===== config.mk =====
export PLATFORM = sky130hd
export DESIGN_NAME = clkmode_ctrl
export DESIGN_NICKNAME = d
export VERILOG_FILES = /design/src/rtl/clkmode_pkg.sv /design/src/rtl/clkmode_cfg.sv /design/src/rtl/clkmode_oscwait.sv /design/src/rtl/clkmode_seq.sv /design/src/rtl/clkmode_decode.sv /design/src/rtl/clkmode_ctrl.sv
export SDC_FILE = /design/constraint.sdc
export NUM_CORES = 1
export LEC_CHECK = 0
export BUFFER_PORTS_ARGS = -buffer_cell sky130_fd_sc_hd__buf_2
export CAP_MARGIN = 40
export CORE_UTILIZATION = 35
export DETAILED_ROUTE_END_ITERATION = 12
export SYNTH_ARGS = -nofsm -noshare
export SYNTH_HDL_FRONTEND = slang
export SYNTH_SLANG_ARGS = --single-unit

===== constraint.sdc =====
create_clock -name clk -period 2.1 [get_ports clk]
set_input_delay 0.42 -clock clk [delete_from_list [all_inputs] [get_ports clk]]
set_output_delay 0.42 -clock clk [all_outputs]
set_load 0.01 [all_outputs]

===== src/rtl/clkmode_pkg.sv =====
package clkmode_pkg;
  localparam int SRC_W  = 2;
  localparam int DIV_W  = 2;
  localparam int TRIM_W = 9;
  localparam logic [TRIM_W-1:0] TRIM_POR = TRIM_W'(9'h100);

  localparam logic [SRC_W-1:0] CS_LOOP = 2'b00;
  localparam logic [SRC_W-1:0] CS_INT  = 2'b01;
  localparam logic [SRC_W-1:0] CS_EXT  = 2'b10;

  localparam logic [1:0] SK_NONE  = 2'b00;
  localparam logic [1:0] SK_DEEP1 = 2'b01;
  localparam logic [1:0] SK_DEEP2 = 2'b10;
  localparam logic [1:0] SK_SHALW = 2'b11;

  typedef enum logic [1:0] {
    ST_RUN   = 2'b00,
    ST_STOP3 = 2'b01,
    ST_WAKE  = 2'b10,
    ST_OFF   = 2'b11
  } seq_st_e;

  typedef struct packed {
    logic [SRC_W-1:0] src;
    logic             ref_int;
    logic             lp;
    logic [DIV_W-1:0] bdiv;
    logic             irc_keep;
    logic             osc_keep;
  } cfg_t;

  localparam cfg_t CFG_RST = '{src: CS_LOOP, ref_int: 1'b1, lp: 1'b0,
                               bdiv: 2'b01, irc_keep: 1'b0, osc_keep: 1'b0};

  function automatic logic [SRC_W-1:0] eff_src(input logic [SRC_W-1:0] s);
    return (s == 2'b11) ? CS_LOOP : s;
  endfunction
endpackage


===== src/rtl/clkmode_cfg.sv =====
module clkmode_cfg
  import clkmode_pkg::*;
(
  input  logic              clk,
  input  logic              rst_n,
  input  logic              soft_rst,
  input  logic              cfg_we,
  input  cfg_t              cfg_d,
  input  logic              trim_we,
  input  logic [TRIM_W-1:0] trim_din,
  output cfg_t              cfg_q,
  output logic [TRIM_W-1:0] trim_q
);
  // configuration returns to defaults on either reset
  always_ff @(posedge clk or negedge rst_n) begin
    if (!rst_n)        cfg_q <= CFG_RST;
    else if (soft_rst) cfg_q <= CFG_RST;
    else if (cfg_we)   cfg_q <= cfg_d;
  end

  // trim survives the soft reset; only power-on reset reloads the midpoint
  always_ff @(posedge clk or negedge rst_n) begin
    if (!rst_n)                    trim_q <= TRIM_POR;
    else if (trim_we && !soft_rst) trim_q <= trim_din;
  end
endmodule


===== src/rtl/clkmode_oscwait.sv =====
module clkmode_oscwait #(
  parameter int OSC_WAIT = 4096
) (
  input  logic clk,
  input  logic rst_n,
  input  logic soft_rst,
  input  logic osc_en,
  input  logic osc_crystal,
  input  logic osc_tick,
  output logic osc_ready
);
  localparam int CNT_W = (OSC_WAIT > 2) ? $clog2(OSC_WAIT) : 1;
  localparam logic [CNT_W-1:0] LAST = CNT_W'(OSC_WAIT - 1);

  generate
    if (OSC_WAIT <= 1) begin : g_nowait
      // a single tick is enough: no counter needed
      always_ff @(posedge clk or negedge rst_n) begin
        if (!rst_n)                  osc_ready <= 1'b0;
        else if (soft_rst || !osc_en) osc_ready <= 1'b0;
        else if (!osc_crystal || osc_tick) osc_ready <= 1'b1;
      end
    end else begin : g_count
      logic [CNT_W-1:0] cnt;
      always_ff @(posedge clk or negedge rst_n) begin
        if (!rst_n) begin
          cnt       <= '0;
          osc_ready <= 1'b0;
        end else if (soft_rst || !osc_en) begin
          cnt       <= '0;
          osc_ready <= 1'b0;
        end else if (!osc_ready) begin
          if (!osc_crystal) begin
            osc_ready <= 1'b1;
          end else if (osc_tick) begin
            if (cnt == LAST) begin
              cnt       <= '0;
              osc_ready <= 1'b1;
            end else begin
              cnt <= cnt + 1'b1;
            end
          end
        end
      end
    end
  endgenerate
endmodule


===== src/rtl/clkmode_seq.sv =====
module clkmode_seq
  import clkmode_pkg::*;
(
  input  logic             clk,
  input  logic             rst_n,
  input  logic             soft_rst,
  input  logic             stop_req,
  input  logic [1:0]       stop_kind,
  input  logic             wake_irq,
  input  logic [SRC_W-1:0] src_eff,
  input  logic             osc_keep,
  input  logic             osc_crystal,
  input  logic             osc_ready,
  output seq_st_e          st
);
  logic need_wait;
  seq_st_e st_nx;

  // crystal restart is only needed if the oscillator was let go in stop
  assign need_wait = (src_eff == CS_EXT) && osc_crystal && !osc_keep;

  always_comb begin
    st_nx = st;
    unique case (st)
      ST_RUN: begin
        if (stop_req) begin
          if (stop_kind == SK_SHALW) st_nx = ST_STOP3;
          else if (stop_kind == SK_DEEP1 || stop_kind == SK_DEEP2) st_nx = ST_OFF;
        end
      end
      ST_STOP3: if (wake_irq) st_nx = need_wait ? ST_WAKE : ST_RUN;
      ST_WAKE:  if (osc_ready) st_nx = ST_RUN;
      ST_OFF:   st_nx = ST_OFF;
      default:  st_nx = ST_RUN;
    endcase
  end

  always_ff @(posedge clk or negedge rst_n) begin
    if (!rst_n)        st <= ST_RUN;
    else if (soft_rst) st <= ST_RUN;
    else               st <= st_nx;
  end
endmodule


===== src/rtl/clkmode_decode.sv =====
module clkmode_decode
  import clkmode_pkg::*;
(
  input  seq_st_e          st,
  input  logic [SRC_W-1:0] src_eff,
  input  logic             ref_int,
  input  logic             lp,
  input  logic             irc_keep,
  input  logic             osc_keep,
  input  logic             dbg_active,
  output logic             fll_en,
  output logic             irc_en,
  output logic             osc_en,
  output logic             clk_valid
);
  logic loop_on;

  // loop stays powered when engaged, when low power is off, or for debug
  assign loop_on = (src_eff == CS_LOOP) || !lp || dbg_active;

  always_comb begin
    fll_en    = 1'b0;
    irc_en    = 1'b0;
    osc_en    = 1'b0;
    clk_valid = 1'b0;
    unique case (st)
      ST_RUN, ST_WAKE: begin
        fll_en    = loop_on;
        irc_en    = (src_eff == CS_INT) || (loop_on && ref_int);
        osc_en    = (src_eff == CS_EXT) || (loop_on && !ref_int);
        clk_valid = (st == ST_RUN);
      end
      ST_STOP3: begin
        irc_en = irc_keep;
        osc_en = osc_keep;
      end
      default: ;
    endcase
  end
endmodule


===== src/rtl/clkmode_ctrl.sv =====
module clkmode_ctrl
  import clkmode_pkg::*;
#(
  parameter int OSC_WAIT = 4096
) (
  input  logic        clk,
  input  logic        rst_n,
  input  logic        soft_rst,
  input  logic        cfg_we,
  input  logic [1:0]  src_sel,
  input  logic        ref_int,
  input  logic        lp_mode,
  input  logic [1:0]  bdiv,
  input  logic        irc_keep,
  input  logic        osc_keep,
  input  logic        dbg_active,
  input  logic        osc_crystal,
  input  logic        osc_tick,
  input  logic        stop_req,
  input  logic [1:0]  stop_kind,
  input  logic        wake_irq,
  input  logic        trim_we,
  input  logic [8:0]  trim_din,
  output logic        fll_en,
  output logic        irc_en,
  output logic        osc_en,
  output logic [1:0]  clk_sel,
  output logic [1:0]  div_sel,
  output logic        clk_valid,
  output logic [1:0]  mode_stat,
  output logic        osc_ready,
  output logic [8:0]  trim_q
);
  cfg_t             cfg_d, cfg_q;
  seq_st_e          st;
  logic [SRC_W-1:0] src_eff;

  assign cfg_d = '{src: src_sel, ref_int: ref_int, lp: lp_mode, bdiv: bdiv,
                   irc_keep: irc_keep, osc_keep: osc_keep};

  clkmode_cfg u_cfg (
    .clk(clk), .rst_n(rst_n), .soft_rst(soft_rst), .cfg_we(cfg_we),
    .cfg_d(cfg_d), .trim_we(trim_we), .trim_din(trim_din),
    .cfg_q(cfg_q), .trim_q(trim_q)
  );

  assign src_eff = eff_src(cfg_q.src);
  assign clk_sel = src_eff;
  assign div_sel = cfg_q.bdiv;

  clkmode_oscwait #(.OSC_WAIT(OSC_WAIT)) u_oscwait (
    .clk(clk), .rst_n(rst_n), .soft_rst(soft_rst), .osc_en(osc_en),
    .osc_crystal(osc_crystal), .osc_tick(osc_tick), .osc_ready(osc_ready)
  );

  clkmode_seq u_seq (
    .clk(clk), .rst_n(rst_n), .soft_rst(soft_rst), .stop_req(stop_req),
    .stop_kind(stop_kind), .wake_irq(wake_irq), .src_eff(src_eff),
    .osc_keep(cfg_q.osc_keep), .osc_crystal(osc_crystal),
    .osc_ready(osc_ready), .st(st)
  );

  clkmode_decode u_dec (
    .st(st), .src_eff(src_eff), .ref_int(cfg_q.ref_int), .lp(cfg_q.lp),
    .irc_keep(cfg_q.irc_keep), .osc_keep(cfg_q.osc_keep),
    .dbg_active(dbg_active), .fll_en(fll_en), .irc_en(irc_en),
    .osc_en(osc_en), .clk_valid(clk_valid)
  );

  // status reports the source only once the mux select has settled
  always_ff @(posedge clk or negedge rst_n) begin
    if (!rst_n)        mode_stat <= CS_LOOP;
    else if (soft_rst) mode_stat <= CS_LOOP;
    else               mode_stat <= clk_sel;
  end
endmodule


=== After elaboration in Yosys (flattened, before gate mapping) ===
Index checks and enable logic that the tools add are counted.

* Bits in registers: 34
* Input bits: 29
* Output and inout port bits: 20
* Word-level logic and storage cells: 77

* Add/subtract/negate cells: 1
* Equal/unequal tests: 15
* Multiplexer cells: 26
* Reduce and logical (&&, ||, !) cells: 24

{| class="wikitable"
|+ Operator list
! cell !! number
|-
| 12-bit 2-to-1 mux || 5
|-
| 2-bit 2-to-1 mux || 9
|-
| 8-bit 2-to-1 mux || 2
|-
| 12-bit by 1-bit adder with 12-bit output (second input constant) || 1
|-
| 12-bit equality test (second input constant) || 1
|-
| 2-bit equality test (second input constant) || 6
|-
| 3-bit inequality test (second input constant) || 3
|-
| 2-bit case mux with 4 select lines || 1
|-
| 1-bit 2-to-1 mux || 7
|-
| 2-bit by 1-bit equality test with 1-bit output (second input constant) || 3
|-
| 1-bit logical OR || 6
|-
| 2-bit nonzero test || 3
|-
| 1-bit logical AND || 5
|-
| 1-bit logical NOT || 5
|-
| 2-bit logical NOT || 2
|-
| 4-bit inequality test (second input constant) || 1
|-
| 1-bit case mux with 2 select lines || 2
|-
| 4-bit AND reduction || 1
|-
| 3-bit AND reduction || 1
|-
| 2-bit inequality test (second input constant) || 1
|-
| 2-bit OR reduction || 1
|}

=== Depth between registers and ports, before layout ===
Gate-level depths: netlist of run 1.

* Depth in word-level cells: 12
* Mapped depth: 7
* Depth with buffers taken out: 6

=== Cells and area by module ===
A second synthesis of run 1 with hierarchy kept.

* Cell total of the unflattened synthesis: 165
* Area, all modules: 1826.8 µm²

{| class="wikitable"
|+ By module, submodules not included
! module !! instances !! cells an instance !! area an instance (µm²) !! seq. area each (µm²)
|-
| clkmode_cfg || 1 || 46 || 726.9 || 429.2
|-
| clkmode_oscwait || 1 || 77 || 700.7 || 325.3
|-
| clkmode_seq || 1 || 26 || 234.0 || 50.0
|-
| clkmode_ctrl || 1 || 6 || 82.6 || 50.0
|-
| clkmode_decode || 1 || 10 || 82.6 || 0.0
|}

=== Least setup slack after synthesis of run 1 ===
OpenSTA, ideal clock, no wires.

* Kind: flip-flop to flip-flop
* From: register u_seq.st[0]
* To: register u_oscwait.g_count.cnt[5]
* Setup time: 0.086 ns
* Data arrival time: 1.850 ns
* Setup slack: 0.164 ns
* Stages on the path, launching flop included: 8
* Period minus slack after synthesis: 1.936 ns
* Cell sequence: dfrtp_1 inv_1 ha_1 nor2_1 o311a_1 or3_4 clkbuf_8 nor3_1

* Longest elaborated chain between the ends: 7
* Elaborated cells between the ends (all ways): 12
* Classes of those cells: 3 x eq/ne; 2 x mux; 7 x reduce/logical

{| class="wikitable"
|+ Ends and longest elaborated chain
! what !! line !! source
|-
| start: declaration || clkmode_seq.sv:14 || <nowiki>output seq_st_e st</nowiki>
|-
| start signal: assignment || clkmode_seq.sv:41 || <nowiki>else st <= st_nx;</nowiki>
|-
| 2-bit equality test / 2-bit logical NOT (equally long branches) || clkmode_decode.sv:26 || <nowiki>unique case (st)</nowiki>
|-
| 2-bit OR reduction || clkmode_decode.sv:26 ||
|-
| 1-bit case mux with 2 select lines (*) || clkmode_decode.sv:26 ||
|-
| 1-bit logical NOT (*) || clkmode_oscwait.sv:29 || <nowiki>end else if (soft_rst || !osc_en) begin</nowiki>
|-
| 1-bit logical OR (*) || clkmode_oscwait.sv:29 ||
|-
| 2-bit inequality test (no source line) / 2-bit nonzero test (equally long branches) || -- ||
|-
| 3-bit AND reduction (no source line) || -- ||
|-
| end signal: assignment || clkmode_oscwait.sv:40 || <nowiki>cnt <= cnt + 1'b1;</nowiki>
|-
| end: declaration || clkmode_oscwait.sv:24 || <nowiki>logic [CNT_W-1:0] cnt;</nowiki>
|}

Every way passes the cells marked *; elsewhere a longest branch is shown, timed or not.
A chain may end at the register's enable or synchronous reset.

=== Final worst setup path of run 1 ===
* From: register u_seq.st[0]
* To: output port osc_en

* Longest elaborated chain between the ends: 3
* Elaborated cells between the ends (all ways): 5
* Classes of those cells: 2 x eq/ne; 1 x mux; 2 x reduce/logical

{| class="wikitable"
|+ Ends and longest elaborated chain
! what !! line !! source
|-
| 2-bit equality test / 2-bit logical NOT (equally long branches) || clkmode_decode.sv:26 ||
|-
| 2-bit OR reduction || clkmode_decode.sv:26 ||
|-
| 1-bit case mux with 2 select lines (*) || clkmode_decode.sv:26 ||
|-
| end: declaration || clkmode_ctrl.sv:26 || <nowiki>output logic osc_en,</nowiki>
|}

Marks and branches as above.

==> metrics.cfg, run 1 <==
[status]
status = complete, no violations

[worst_setup_path]
cpPeakStageDelay_ps = 400
cp.required_ps = 1680
crit_type = flop to output port
critPathArrivalTime_ps = 1620
cp_cell_sequence = inv_2 > ha_2 > nor2_1 > o311a_1 > nor2_1 > buf_2
cp_max_fo = 4
cpMostUsedCell = nor2_1
startpoint_type = flop
slowest_stage = dfrtp_1
end_kind = output port

[synth]
yosysWarnings = 0
synth_area_per_cell_sq_um = 11.02
syn_inst = 159
synth-edff-count = 0
synth_top_area_share_pct = 44.25
synth_top_cell_by_area = dfrtp_1
yosys-top-cells-count = 31 x dfrtp_1, 18 x nor2_1, 10 x ha_1, 10 x nand2_1, 9 x mux2_2
yosysUniqueCellTypes = 38
synth.most_common_cell = dfrtp_1
seq_area_frac_synth_pct = 48.75
synth_ff_type = dfrtp_1
synthTopCellsByArea = dfrtp_1 44%, ha_1 7.1%, mux2_2 5.8%, dfstp_2 4.5%, mux2i_1 4.0%
netlist_area_sq_um = 1753
ys_async_sr_fraction_pct = 100.0
syn_nets = 198
synth_seq_cells = 34

[timing]
setup_viol = 0
skew_ps = 5.217
fin_crit_ps = 2038
tightest_slew_ps = 745.5
fmax_ghz = 0.4908
fin_ws_ps = 62.44
drv_slew = 0
finalHoldViolCount = 0
slew-limit-headroom_pct = 50.30
timing.final.crit_share_pct = 97.03

[power_and_ir_drop]
vdd_ir_drop_max_mv = 0.4280
p_per_area_nw_per_um2 = 818.9
p_leak_nw = 1.018

[floorplanning]
die-area_sq_um = 5295
die_h_um = 72.77
num_io_pins = 49
start_util_pct = 36.63
die_x_um = 72.77
coreArea_sq_um = 4786
rows = 25

[detailed_routing]
vias = 1348
wl_met1_um = 1557
routedWlPerCell_um = 11.94
avgViaCountPerCell = 4.780
drt_wl_total_um = 3368
dr.pass1.iters = 4
ant_nets = 0
drc = 0
top_layer = met4
wl_met2_um = 1536
dr_wl_met3_um = 222
drt_iter0_drc = 70

[layout]
drive_above_1_share_pct = 38.60
antenna_cells = 0
stdcell_area_sq_um = 2197
postLayoutCoreUtil_pct = 45.91
nets = 253
area_growth_pct = 25.34

[clock_tree]
cts_buffers = 5
cts.sinks = 34
clock_path_buffers = 2
cts_tree = done
cts.clk_slew.worst_paths_ps = 70
cts_root_buffer = clkbuf_8
htree_levels = 2
clock_latency_ps = 290

[place]
dp_hpwl_um = 2475
placed_area_sq_um = 2059
portBuffers = 48
place_ws_ps = 166.4
gp_congestion = 0.7874

[global_route]
gr-total-overflow = 0
grt_use_total_pct = 13.89
grt_max_degree = 35
antenna_found_initial = 0
grt_pass1_wl_um = 5637
grt_pass1_vias = 1268

[job]
maxCapViolCount = 0

[hold_path]
worstHoldPathType = input pin to async pin

## what timing repair did
action | 4_1_cts | 5_1_grt
endpoints found under the setup margin | 2 | 2
buffers inserted | 2 | 1
endpoints found under the hold margin | 0 | 0
gates resized for setup | 2 | 4
hold buffers | 0 | 0
## cells in the final DEF (no fill, tap or decap), types with 2 or more instances in the layout
cell type,synthesis,layout
a211o_1,2,2
a21oi_1,2,2
a31oi_1,3,3
buf_2,0,48
buf_4,2,6
clkbuf_8,1,6
dfrtp_1,31,31
dfstp_2,3,3
ha_1,10,8
inv_1,7,5
inv_2,0,2
mux2_2,9,9
mux2i_1,7,7
nand2_1,10,10
nand3_1,4,4
nand4_1,2,2
nor2_1,18,18
nor2b_1,5,5
nor3_1,6,6
nor4_1,4,4
o21ai_0,4,4
or3_4,2,2
or4_1,2,2
xnor2_1,6,6
xor2_1,2,2
## cell type report
type / instances / area, sq um
clock buffer: 6 / 82.58
fill: 437 / 2589
clock inverter: 2 / 12.51
multi-input combinational: 112 / 852.1
sequential: 34 / 854.6
inverter: 7 / 26.28
timing repair buffer: 54 / 285.3
tap: 67 / 83.83
## metal layers
metal / GRT usage (%) / vias to the layer above
met2: 21.39 / 40
met5: 0 / -
met3: 4.558 / 6
met1: 18.20 / 629
met4: 5.229 / 0
li1: - / 673
## final timing paths
path / from / slack, ps / cells past startpoint / endpoint
worst min register to register: u_cfg.trim_q[6] / 510 / 1 / u_cfg.trim_q[6]
worst min-delay path: rst_n / 190 / 1 / u_oscwait.g_count.cnt[3]
worst max register to register: u_seq.st[0] / 290 / 6 / u_oscwait.g_count.cnt[5]
worst max-delay path: u_seq.st[0] / 60 / 6 / osc_en
max in group asynchronous: rst_n / 1430 / 1 / u_cfg.trim_q[4]
min in group clk: ref_int / 340 / 2 / u_cfg.cfg_q[5]
## through the flow
| stage | hold slack [ps] | setup TNS, ps | total power, mW | std cells |
|---|---|---|---|---|
| 2_1_floorplan | 124.4 | 0 | 1.067 | 159 |
| 3_3_place_gp | 487.0 | 0 | 1.252 | 271 |
| 3_5_place_dp | 493.8 | 0 | 1.251 | 271 |
| 4_1_cts | 224.1 | 0 | 1.790 | 281 |
| 5_1_grt | 259.7 | -6.046 | 1.912 | 282 |
| 6_report | 191.4 | 0 | 1.799 | 282 |
## sequential cells by signal, summed over array words and instances (netlist names)
name	cells
u_oscwait.g_count.cnt	12
u_cfg.trim_q	9
u_cfg.cfg_q	8
u_oscwait.osc_ready	1
u_seq.st	2
mode_stat	2
## where the power goes
part / leakage, nW / internal [mW] / total [mW] / switching (mW)
Sequential: 0.440 / 0.715 / 0.753 / 0.0381
Clock: 0.0472 / 0.263 / 0.504 / 0.241
Combinational: 0.530 / 0.262 / 0.542 / 0.280
Total: 1.02 / 1.24 / 1.80 / 0.559
## cell families (layout without fill, tap and decap cells)
group	Yosys count	in the layout	share of synthesized area, %
buf+inv	13	69	3.783
mux	16	16	9.779
simple gates	61	61	19.77
flops	34	34	48.75
xor+xnor	8	8	3.997
compound gates	17	17	6.782
fa+ha+maj	10	10	7.138
## critical path: cells and delay by family, from the launching register on
| family | cells | cell delay [ps] |
|---|---|---|
| AND/OR/NAND/NOR | 2 | 160 |
| AO/OA/AOI/OAI | 1 | 340 |
| adder cells (fa/ha/maj) | 1 | 200 |
| flip-flops | 1 | 400 |
| buffers and inverters | 2 | 230 |
(Power assumes the default switching activity.)
==> run 2, diff against run 1 <==
--- a/config.mk
+++ b/config.mk
@@ -7,7 +7,7 @@
 export LEC_CHECK = 0
 export BUFFER_PORTS_ARGS = -buffer_cell sky130_fd_sc_hd__buf_2
 export CAP_MARGIN = 40
-export CORE_UTILIZATION = 35
+export CORE_UTILIZATION = 25
 export DETAILED_ROUTE_END_ITERATION = 12
 export SYNTH_ARGS = -nofsm -noshare
 export SYNTH_HDL_FRONTEND = slang
==> metrics.cfg, run 2 (synthesis results as in run 1) <==
[status]
status = complete, no violations

[detailed_routing]
dr_wl_met3_um = 160  ; -28%
ant_nets = 0  ; unchanged
avgViaCountPerCell = 4.293  ; -10%
vias = 1348  ; unchanged
drt_iter0_drc = 54  ; -23%
wl_met2_um = 1744  ; +14%
dr.pass1.iters = 4  ; unchanged
wl_met1_um = 1542  ; -0.96%
drc = 0  ; unchanged
routedWlPerCell_um = 11.10  ; -7.0%
top_layer = met4
drt_wl_total_um = 3486  ; +3.5%

[clock_tree]
cts_hold_buf = 0  ; unchanged
clock_latency_ps = 280  ; about the same
htree_levels = 2  ; unchanged
cts_tree = done
cts_root_buffer = clkbuf_8
cts.clk_slew.worst_paths_ps = 70  ; about the same
cts.sinks = 34  ; unchanged
cts_buffers = 5  ; unchanged
clock_path_buffers = 2  ; unchanged

[floorplanning]
num_io_pins = 49  ; unchanged
die_h_um = 85.74  ; +18%
rows = 30  ; +20%
die_x_um = 85.74  ; +18%
start_util_pct = 25.80  ; -11 points
coreArea_sq_um = 6794  ; +42%
die-area_sq_um = 7350  ; +39%

[worst_setup_path]
slowest_stage = dfrtp_2
cp_max_fo = 5  ; +1
crit_type = flop to output port
crit_family = flip-flops
critPathArrivalTime_ps = 1580  ; -40 ps
critical_path.startpoint = u_seq.st[1]
critical_path_buf_inv_count = 2  ; unchanged
cp.required_ps = 1680  ; about the same
cpPeakStageDelay_ps = 440  ; +40 ps
reg2reg_from = u_seq.st[1]
startpoint_type = flop
cp_cell_sequence = inv_2 > ha_4 > nor2_2 > o311a_1 > nor2_1 > buf_2
end_kind = output port

[layout]
final_common_cell = buf_2
largest_register_ffs = 12  ; unchanged
biggestRegsByFlops = u_oscwait.g_count.cnt: 12 flops, u_cfg.trim_q: 9 flops, u_cfg.cfg_q: 8 flops
top_register = u_oscwait.g_count.cnt
final.fill_count = 697  ; +59%
final_cell_mix = 48 x buf_2, 29 x dfrtp_1, 17 x nor2_1
antenna_cells = 0  ; unchanged
nets = 256  ; +1.2%
drive_above_1_share_pct = 39.91  ; +1.3 points
area_growth_pct = 30.19

[hold_path]
worstHoldPathType = input pin to async pin

[global_route]
grt_pass1_vias = 1326  ; +4.6%
grt_pass1_wl_um = 6223  ; +10%
grt_max_degree = 35  ; unchanged
gr-total-overflow = 0  ; unchanged
antenna_found_initial = 0  ; unchanged
grt_use_total_pct = 10.73  ; -3.2 points

[timing]
finalHoldViolCount = 0  ; unchanged
slew-limit-headroom_pct = 47.29  ; -3.0 points
setup_tns_ps = 0  ; unchanged
setup_viol = 0  ; unchanged
tightest_slew_ps = 790.6  ; +45.11 ps
skew_ps = 9.515  ; +4.299 ps
fin_crit_ps = 1997  ; -40.50 ps
rsz0062_at_grt = true
drv_slew = 0  ; unchanged
fmax_ghz = 0.5007  ; +2.0%
timing.final.crit_share_pct = 95.10  ; -1.9 points

[place]
dp_hpwl_um = 2559  ; +3.4%
portBuffers = 48  ; unchanged
gp_congestion = 0.7426  ; -5.7%

[power_and_ir_drop]
p_leak_nw = 1.036  ; +1.8%
p_per_area_nw_per_um2 = 858.3  ; +4.8%
power.total_mw = 1.959  ; +8.9%
vdd_ir_drop_max_mv = 0.6019  ; +41%

[job]
maxCapViolCount = 0  ; unchanged

-- run 2: changes by cell type in the layout (fill, tap and decap cells not counted), sizes merged --
| cell | previous run | this run |
|---|---|---|
| clkinvlp | 1 | 0 |
| clkbuf | 6 | 7 |
| buf | 54 | 57 |
| bufinv | 0 | 1 |
| clkinv | 1 | 0 |
-- run 2: layout make-up --
| cell class | instances | area, sq um | share of cell area (%) |
|---|---|---|---|
| Clock buffer | 7 | 76.32 | 3.344 |
| Tap cell | 96 | 120.1 | 5.263 |
| Sequential cell | 34 | 857.1 | 37.55 |
| Timing Repair Buffer | 57 | 307.8 | 13.49 |
| Inverter | 7 | 26.28 | 1.151 |
| Multi-Input combinational cell | 112 | 864.6 | 37.88 |
| Clock inverter | 1 | 30.03 | 1.316 |
-- run 2: final timing paths --
check	end	cells after the start	slack, ps
max	osc_en	6	100
min	u_oscwait.g_count.cnt[8]	1	230
max reg2reg	u_seq.st[1]	6	280
min reg2reg	u_cfg.trim_q[6]	1	500
max in group asynchronous	u_seq.st[0]	1	1330
min in group clk	u_cfg.cfg_q[5]	2	340
-- run 2: where the power goes --
| part | total, mW | internal (mW) | switching (mW) |
|---|---|---|---|
| registers | 0.757 | 0.718 | 0.0391 |
| logic | 0.617 | 0.315 | 0.301 |
| clock network | 0.585 | 0.355 | 0.230 |
| total | 1.96 | 1.39 | 0.570 |
-- run 2: what timing repair did --
| item | in CTS | in global routing |
|---|---|---|
| pin swaps | 0 | 1 |
| buffers inserted | 0 | 8 |
| gates resized for setup | 5 | 5 |
| setup endpoints to repair | 2 | 2 |
-- run 2: per-stage QoR --
step	setup slack, ps	cell area, sq um	util, %	hold slack, ps	std cells
3_5_place_dp	89.37	2081	30.63	492.4	298
3_3_place_gp	209.9	2081	30.63	483.7	298
4_1_cts	-8.597	2207	32.49	243.8	306
5_1_grt	-16.76	2282	33.59	277.1	314
6_report	102.9	2282	33.59	225.3	314
2_1_floorplan	164.0	1753	-	124.4	159
-- run 2: routing by layer --
layer	GRT usage, %	vias to the layer above
met4	3.333	0
met1	13.05	634
met2	18.47	34
met3	2.984	5
met5	0	-
li1	-	675
==> run 3, diff against run 2 <==
--- a/config.mk
+++ b/config.mk
@@ -9,6 +9,7 @@
 export CAP_MARGIN = 40
 export CORE_UTILIZATION = 25
 export DETAILED_ROUTE_END_ITERATION = 12
+export SETUP_SLACK_MARGIN = 0.3
 export SYNTH_ARGS = -nofsm -noshare
 export SYNTH_HDL_FRONTEND = slang
 export SYNTH_SLANG_ARGS = --single-unit
==> metrics.cfg, run 3 (synthesis results as in run 1) <==
[global_route]
grt_use_total_pct = 10.89  ; +0.16 points
grt.busiest_layer = met2
grt_max_degree = 35  ; unchanged
use_met1_pct = 14.17  ; +1.1 points
grt_pass1_wl_um = 6279  ; +0.90%
antenna_found_initial = 0  ; unchanged
gr-total-overflow = 0  ; unchanged
use_met3_pct = 3.080  ; +0.096 points
grt_pass1_vias = 1345  ; +1.4%
met2_usage_pct = 17.89  ; -0.58 points

[timing]
setup_tns_ps = 0  ; unchanged
skew_ps = 7.764  ; -1.752 ps
fin_crit_ps = 2008  ; +11.40 ps
hold_ws_ps = 228.6  ; +3.272 ps
finalHoldViolCount = 0  ; unchanged
timing.final.crit_share_pct = 95.64  ; +0.54 points
drv_slew = 0  ; unchanged
fmax_ghz = 0.4979  ; -0.57%
tightest_slew_ps = 800.5  ; +9.912 ps
slew-limit-headroom_pct = 46.63  ; -0.66 points
setup_viol = 0  ; unchanged
rsz0062_at_grt = true

[worst_setup_path]
critical_path_buf_inv_count = 2  ; unchanged
cp_cell_sequence = buf_6 > ha_4 > nor2_2 > o311a_1 > nor2_1 > buf_2
r2r_slack_ps = 260  ; -20 ps
crit_type = flop to output port
cp_max_fo = 4  ; -1
startpoint_type = flop
crit_family = flip-flops
reg2reg_from = u_seq.st[1]
cpPeakStageDelay_ps = 400  ; -40 ps
critPathArrivalTime_ps = 1590  ; about the same
slowest_stage = dfrtp_1
end_kind = output port
cp.required_ps = 1680  ; about the same
worstRegToRegCells = 6  ; unchanged
r2r_end = u_oscwait.g_count.cnt[1]

[floorplanning]
rows = 30  ; unchanged
die_x_um = 85.74  ; unchanged
num_io_pins = 49  ; unchanged
start_util_pct = 25.80  ; unchanged
coreArea_sq_um = 6794  ; unchanged
die-area_sq_um = 7350  ; unchanged
die_h_um = 85.74  ; unchanged

[clock_tree]
clock_path_buffers = 2  ; unchanged
clock_latency_ps = 280  ; about the same
cts.clk_slew.worst_paths_ps = 70  ; about the same
cts_root_buffer = clkbuf_8
cts.sinks = 34  ; unchanged
cts_tree = done
cts_buffers = 5  ; unchanged
htree_levels = 2  ; unchanged

[job]
maxCapViolCount = 0  ; unchanged

[detailed_routing]
routedWlPerCell_um = 11.50  ; +3.5%
vias = 1379  ; +2.3%
dr.pass1.iters = 4  ; unchanged
ant_nets = 0  ; unchanged
drc = 0  ; unchanged
drt_iter0_drc = 44  ; -19%
avgViaCountPerCell = 4.378  ; +2.0%
drt_wl_total_um = 3621  ; +3.9%

[power_and_ir_drop]
p_leak_nw = 1.061  ; +2.4%
p_per_area_nw_per_um2 = 864.3  ; +0.70%
power.total_mw = 2.014  ; +2.8%
vdd_ir_drop_max_mv = 0.6292  ; +4.5%

[place]
gp_congestion = 0.7709  ; +3.8%
portBuffers = 48  ; unchanged
dp_hpwl_um = 2566  ; +0.26%

[status]
status = complete, no violations

[layout]
postLayoutCoreUtil_pct = 34.29  ; +0.70 points
drive_above_1_share_pct = 41.55  ; +1.6 points
largest_register_ffs = 12  ; unchanged
antenna_cells = 0  ; unchanged
biggestRegsByFlops = u_oscwait.g_count.cnt: 12 flops, u_cfg.trim_q: 9 flops, u_cfg.cfg_q: 8 flops
final_common_cell = buf_2
nets = 258  ; +0.78%
final_cell_mix = 48 x buf_2, 31 x dfrtp_1, 17 x nor2_1
top_register = u_oscwait.g_count.cnt
area_growth_pct = 32.90

[hold_path]
worstHoldPathType = input pin to async pin

==> run 3: cell type report <==
type | count | area, sq um
Clock buffer | 6 | 82.58
Clock inverter | 1 | 30.03
Fill cell | 695 | 4464
Inverter | 7 | 26.28
Multi-Input combinational cell | 112 | 889.6
Sequential cell | 34 | 854.6
Tap cell | 96 | 120.1
Timing Repair Buffer | 59 | 326.6
==> run 3: worst max-delay path by stage <==
stage / depth (start not counted) / slack (ps) / endpoint / startpoint
final: 6 / 90 / osc_en / u_seq.st[1]
after global routing: 6 / 20 / osc_en / u_seq.st[1]
after CTS: 5 / 80 / osc_en / u_cfg.cfg_q[7]
after detailed placement: 6 / 240 / u_oscwait.g_count.cnt[3] / u_seq.st[0]
after global placement: 7 / 250 / irc_en / u_cfg.cfg_q[6]
after floorplan: 7 / 290 / u_oscwait.g_count.cnt[5] / u_seq.st[0]
==> run 3: worst reg2reg max path, stage by stage, from the launching register on <==
cell     delay, ps
dfrtp_1        400
buf_6          130
ha_4           140
nor2_2          40
o311a_1        340
or3_4          480
nor3_1         220
==> run 3: report_power, final <==
group | leakage, nW | switching (mW) | internal (mW)
Sequential | 0.440 | 0.0372 | 0.715
Combinational | 0.563 | 0.320 | 0.341
Clock | 0.0573 | 0.221 | 0.380
Total | 1.06 | 0.578 | 1.44
==> run 3: repair_timing <==
item                       CTS  global route
pin swaps                    3             2
setup endpoints to repair   10            13
resized for setup            5             4
hold buffers                 0             0
buffers inserted             8             2
==> run 3: per-layer routing <==
layer | vias to the layer above | share of wire, %
met5 | - | 0
met4 | 0 | 0.28
met3 | 2 | 4.0
met2 | 36 | 51
met1 | 660 | 45
li1 | 681 | -
==> run 3: through the flow <==
step,worst slack [ps],cells,instance area (sq um)
detailed placement,237.3,298,2096
CTS,82.32,313,2298
global placement,249.6,298,2096
floorplan,288.5,159,1768
finish,91.54,315,2330
global route,16.70,315,2330
